<file path="config.mk">
export PLATFORM = sky130hd
export DESIGN_NAME = fwflash_guard
export DESIGN_NICKNAME = d
export VERILOG_FILES = /design/src/rtl/fwflash_pkg.sv /design/src/rtl/fwflash_regs.sv /design/src/rtl/fwflash_decode.sv /design/src/rtl/fwflash_gate.sv /design/src/rtl/fwflash_guard.sv
export SDC_FILE = /design/constraint.sdc
export NUM_CORES = 1
export LEC_CHECK = 0
export BUFFER_PORTS_ARGS = -buffer_cell sky130_fd_sc_hd__buf_2
export CAP_MARGIN = 20
export CORE_ASPECT_RATIO = 1.25
export CORE_MARGIN = 4
export CORE_UTILIZATION = 30
export CTS_CLUSTER_DIAMETER = 30
export DETAILED_ROUTE_END_ITERATION = 10
export GPL_TIMING_DRIVEN = 0
export PLACE_DENSITY = 0.77
export SYNTH_ARGS = -nofsm -noshare
export SYNTH_HDL_FRONTEND = slang
export SYNTH_SLANG_ARGS = --single-unit
</file>
<file path="constraint.sdc">
create_clock -name clk -period 1.4 [get_ports clk]
set_input_delay 0.21 -clock clk [delete_from_list [all_inputs] [get_ports clk]]
set_output_delay 0.21 -clock clk [all_outputs]
set_load 0.02 [all_outputs]
</file>
<file path="src/rtl/fwflash_pkg.sv">
package fwflash_pkg;
    parameter int ADDR_W   = 32;
    parameter int DATA_W   = 8;
    parameter int PAIRS    = 4;
    parameter logic [7:0] WIN_OFFS = 8'hD8;
    parameter logic [7:0] GRD_OFFS = 8'hDC;
    parameter int LEG_BIT  = 6;
    parameter logic [DATA_W-1:0] WIN_MASK = 8'h4F;
    parameter logic [DATA_W-1:0] GRD_MASK = 8'h03;

    typedef struct packed {
        logic [DATA_W-1:0] win;
        logic              wen;
        logic              lock;
        logic              smi;
    } regs_t;
endpackage

</file>
<file path="src/rtl/fwflash_regs.sv">
module fwflash_regs
    import fwflash_pkg::*;
(
    input  logic              clk,
    input  logic              rst_n,
    input  logic              reg_wr,
    input  logic              reg_rd,
    input  logic [7:0]        reg_addr,
    input  logic [DATA_W-1:0] reg_wdata,
    output logic [DATA_W-1:0] reg_rdata,
    output logic [DATA_W-1:0] win_en,
    output logic              wen,
    output logic              smi
);
    regs_t r_d, r_q;

    always_comb begin
        r_d     = r_q;
        r_d.smi = 1'b0;
        if (reg_wr && reg_addr == WIN_OFFS) begin
            r_d.win = reg_wdata & WIN_MASK;
        end
        if (reg_wr && reg_addr == GRD_OFFS) begin
            // lock is sticky: set-only from software
            r_d.lock = r_q.lock | reg_wdata[1];
            r_d.wen  = reg_wdata[0];
            r_d.smi  = reg_wdata[0] & ~r_q.wen & r_q.lock;
        end
    end

    always_ff @(posedge clk) begin
        if (!rst_n) r_q <= '0;
        else        r_q <= r_d;
    end

    always_comb begin
        reg_rdata = '0;
        if (reg_rd) begin
            if (reg_addr == WIN_OFFS)      reg_rdata = r_q.win;
            else if (reg_addr == GRD_OFFS) reg_rdata = {6'b0, r_q.lock, r_q.wen} & GRD_MASK;
        end
    end

    assign win_en = r_q.win;
    assign wen    = r_q.wen;
    assign smi    = r_q.smi;

    p_lock_sticky_r4: assert property (@(posedge clk) disable iff (!rst_n)
        r_q.lock |=> r_q.lock);
    p_smi_cause_r7: assert property (@(posedge clk) disable iff (!rst_n)
        $rose(r_q.smi) |-> ($past(r_q.lock) && !$past(r_q.wen) && r_q.wen));
    p_smi_single_r7: assert property (@(posedge clk) disable iff (!rst_n)
        r_q.smi |=> !r_q.smi);
    p_no_smi_unlocked_r8: assert property (@(posedge clk) disable iff (!rst_n)
        !r_q.lock |=> !r_q.smi);
endmodule

</file>
<file path="src/rtl/fwflash_decode.sv">
module fwflash_decode
    import fwflash_pkg::*;
(
    input  logic              cyc_valid,
    input  logic [ADDR_W-1:0] cyc_addr,
    input  logic [DATA_W-1:0] win_en,
    output logic              hit
);
    localparam logic [ADDR_W-1:0] MIB_SPAN = ADDR_W'(32'h000F_FFFF);
    localparam logic [ADDR_W-1:0] LEG_BASE = ADDR_W'(32'h000E_0000);
    localparam logic [ADDR_W-1:0] LEG_SPAN = ADDR_W'(32'h0000_FFFF);

    logic [PAIRS-1:0] pair_hit;

    for (genvar n = 0; n < PAIRS; n++) begin : g_pair
        localparam logic [ADDR_W-1:0] LO_BASE = ADDR_W'(32'hFF00_0000 + n * 32'h0010_0000);
        localparam logic [ADDR_W-1:0] HI_BASE = ADDR_W'(32'hFF00_0000 + (n + PAIRS) * 32'h0010_0000);
        logic in_lo, in_hi;
        assign in_lo = (cyc_addr >= LO_BASE) && (cyc_addr <= LO_BASE + MIB_SPAN);
        assign in_hi = (cyc_addr >= HI_BASE) && (cyc_addr <= HI_BASE + MIB_SPAN);
        assign pair_hit[n] = win_en[n] && (in_lo || in_hi);
    end

    logic leg_hit;
    assign leg_hit = win_en[LEG_BIT] && (cyc_addr >= LEG_BASE) && (cyc_addr <= LEG_BASE + LEG_SPAN);

    assign hit = cyc_valid && (leg_hit || (|pair_hit));
endmodule

</file>
<file path="src/rtl/fwflash_gate.sv">
module fwflash_gate (
    input  logic hit,
    input  logic cyc_write,
    input  logic wen,
    output logic fwd
);
    assign fwd = hit && (!cyc_write || wen);
endmodule

</file>
<file path="src/rtl/fwflash_guard.sv">
module fwflash_guard
    import fwflash_pkg::*;
(
    input  logic              clk,
    input  logic              rst_n,
    input  logic              reg_wr,
    input  logic              reg_rd,
    input  logic [7:0]        reg_addr,
    input  logic [DATA_W-1:0] reg_wdata,
    output logic [DATA_W-1:0] reg_rdata,
    input  logic              cyc_valid,
    input  logic              cyc_write,
    input  logic [ADDR_W-1:0] cyc_addr,
    output logic              cyc_hit,
    output logic              cyc_fwd,
    output logic              smi_pulse
);
    logic [DATA_W-1:0] win_en;
    logic              wen;

    fwflash_regs u_regs (
        .clk(clk), .rst_n(rst_n), .reg_wr(reg_wr), .reg_rd(reg_rd),
        .reg_addr(reg_addr), .reg_wdata(reg_wdata), .reg_rdata(reg_rdata),
        .win_en(win_en), .wen(wen), .smi(smi_pulse)
    );

    fwflash_decode u_dec (
        .cyc_valid(cyc_valid), .cyc_addr(cyc_addr), .win_en(win_en), .hit(cyc_hit)
    );

    fwflash_gate u_gate (
        .hit(cyc_hit), .cyc_write(cyc_write), .wen(wen), .fwd(cyc_fwd)
    );

    p_fwd_needs_hit_r10: assert property (@(posedge clk) disable iff (!rst_n)
        cyc_fwd |-> cyc_hit);
    p_write_blocked_r5: assert property (@(posedge clk) disable iff (!rst_n)
        (cyc_fwd && cyc_write) |-> wen);
    p_hit_in_space_r3: assert property (@(posedge clk) disable iff (!rst_n)
        cyc_hit |-> (cyc_addr[31:24] == 8'hFF || cyc_addr[31:16] == 16'h000E));
    p_reset_closed_r1: assert property (@(posedge clk)
        !rst_n |=> (!smi_pulse && !cyc_hit));
endmodule

</file>
==> results.toml <==
[cts]
clk_pin_slew_ns = 0.05
cts_buffers = 3
cts_root_buf = "clkbuf_4"
clk_latency_ns = 0.25
clkSinkCount = 8
cts_htree_levels = 1
cts_tree = "yes"
holdBufCountCts = 0
clock_tree.buffer_depth = 2

[min_path]
whs_path_depth = 3
min_path_type = "primary input to flop"
hold_end = "u_regs.win_en[3]"
hold_start = "reg_wdata[3]"

[floorplanning]
start_util_pct = 31.8
die_area_sq_um = 2400
rows = 16
fp.dieW_um = 44.6
coreArea_sq_um = 1580
die_h_um = 53.8
pin_count = 65

[placed_design]
dp_cells = 126
io_buffers = 42
place_ws_ns = -0.149
gp_congestion = 0.696
dp_hpwl_um = 1230

[critical_path]
worstReg2RegStart = "u_regs.r_q[1]"
crit_arrival_ns = 1.52
cp.required_ns = 1.19
rr_endpoint = "u_regs.smi"
endpoint_kind = "output port"
cp_max_fo = 2
start_kind = "flop"
rr_worst_depth = 2
critPathKind = "flop to output port"
regToRegSetupSlack_ns = 0.68

[grt]
grt.overflow.total = 0
globalRouteTotalUtil_pct = 12.5
grt_first_pass_wirelength_um = 2170
grt_max_degree = 11
grt_pass1_vias = 560
antenna_found_initial = 0

[logic_synthesis]
synthDominantCellAreaShare_pct = 31.8
yosys_warnings = 0
netlist_top_cells_area = "dfxtp_1, o21ai_0, nand2_1"
yosys.area.top_type = "dfxtp_1"
syn_area_per_cell_sq_um = 7.86
yosysSeqAreaShare_pct = 31.8
synth_cell_type_count = 24
synth_seq_cells = 8
syn_inst = 64
synth_area_sq_um = 503

[sta]
setup_viol = 3
slew_viol_final = 0
clock_skew_ns = 0.0000957
period_share_pct = 124
rsz0062_at_grt = "yes"
setup_tns_ns = -0.563
finalHoldViolCount = 0
postLayoutSetupSlackWorst_ns = -0.332
period_minus_slack_ns = 1.73
max_freq_mhz = 577

[drt]
route.met2.wl_um = 781
ant_nets = 0
first_iter_violations = 9
drc = 0
vias = 656
route.final.wire_length_um = 1540
highest-signal-layer = "met4"
avgViaCountPerCell = 5.01
wirelength_met1_um = 521
drt_pre_antenna_iters = 4
dr_wl_met3_um = 225
wire_per_inst_um = 11.7

[outcome]
violations = "negative setup slack"
status = "complete, but fails checks"

[layout]
stdcell_count = 131
drive_gt1_share_pct = 54.9
final_common_cell = "buf_2"
fillCellCount = 147
nNetsFinal = 169
syn_to_final_growth_pct = 73.9
multi_input_area_sq_um = 355
final_util_pct = 55.3
seq_area_sq_um = 164
diodes = 0
final_cell_mix = "buf_2, nand2_1, buf_6"

[power_and_ir_drop]
vdd_ir_drop_max_mv = 0.329
finalPower_mw = 0.497
cellPowerDensity_nw_per_um2 = 568
power_frac_comb_pct = 18.8
p_int_mw = 0.378
p_leak_nw = 0.401
p_sw_mw = 0.118
switching_share_pct = 23.8
pwr-share-seq_pct = 45.9
clockPowerShare_pct = 35.3

[run]
maxCapViolCount = 0
[cell type report]
type	instances	share of cell area, %
inverter	1	0.429
clock buffer	3	2.58
multi-input combinational	52	40.6
buffer	5	3.58
sequential	8	18.7
tap	18	2.58
timing repair buffer	44	31.5
[registers in the layout, summed over array words and instances, names as in the netlist]
register       count
u_regs.wen         1
u_regs.r_q         1
u_regs.win_en      5
u_regs.smi         1
[worst max-delay path by stage]
stage | startpoint | endpoint | slack [ns]
after floorplan | u_regs.win_en[3] | cyc_fwd | 0.008
after global placement | cyc_addr[20] | cyc_fwd | -0.14
after detailed placement | cyc_addr[20] | cyc_fwd | -0.15
after CTS | u_regs.win_en[3] | cyc_fwd | -0.34
after global routing | u_regs.win_en[2] | cyc_fwd | -0.36
final | u_regs.win_en[3] | cyc_fwd | -0.33
[cells in the mapped netlist (all sizes together)]
library cell,number
and4bb,1
nor4,2
buf,4
nand4,4
nand2b,1
and2,4
nand3,6
o21ai,7
nor2b,1
nor3,1
mux4,1
a22o,1
nand2,9
a21boi,1
inv,1
nor2,3
clkbuf,1
mux2i,2
and3,1
conb,1
and4b,1
dfxtp,8
nor4b,3
[through the flow]
| step | area [sq um] | hold slack (ns) |
|---|---|---|
| 2_1_floorplan | 531 | 0.340 |
| 3_3_place_gp | 763 | 0.431 |
| 3_5_place_dp | 763 | 0.440 |
| 4_1_cts | 821 | 0.176 |
| 5_1_grt | 875 | 0.206 |
| 6_report | 875 | 0.183 |
[kinds of logic (layout without fill, tap and decap cells)]
logic type	after synthesis	after routing	share of synthesized area, %
simple gates	37	37	41.8
compound gates	9	9	10.2
flops	8	8	31.8
buf+inv	6	53	6.96
mux	3	3	8.46
other cells	1	3	0.746
[per-layer routing]
layer,vias up,global-route usage (%)
met5,-,0
met4,0,9.05
met3,2,2.68
met2,34,22.5
met1,291,12.4
li1,329,-
[worst max-delay path, stage by stage, from the launching register on]
cell,delay [ns]
dfxtp_2,0.32
mux4_2,0.47
a22o_4,0.23
a21boi_4,0.13
buf_6,0.13
[power groups by stage]
stage	clock network, mW	logic (mW)	registers (mW)
2_1_floorplan	0	0.0308	0.233
3_3_place_gp	0	0.0858	0.233
3_5_place_dp	0	0.0878	0.233
4_1_cts	0.183	0.0887	0.228
5_1_grt	0.192	0.103	0.228
6_report	0.175	0.0932	0.228
[timing repair]
action	CTS	global route
gates resized for setup	9	14
setup buffers	2	0
setup endpoints to repair	5	7
pin swaps	3	8
No activity file was read; power rests on OpenSTA's default activity.
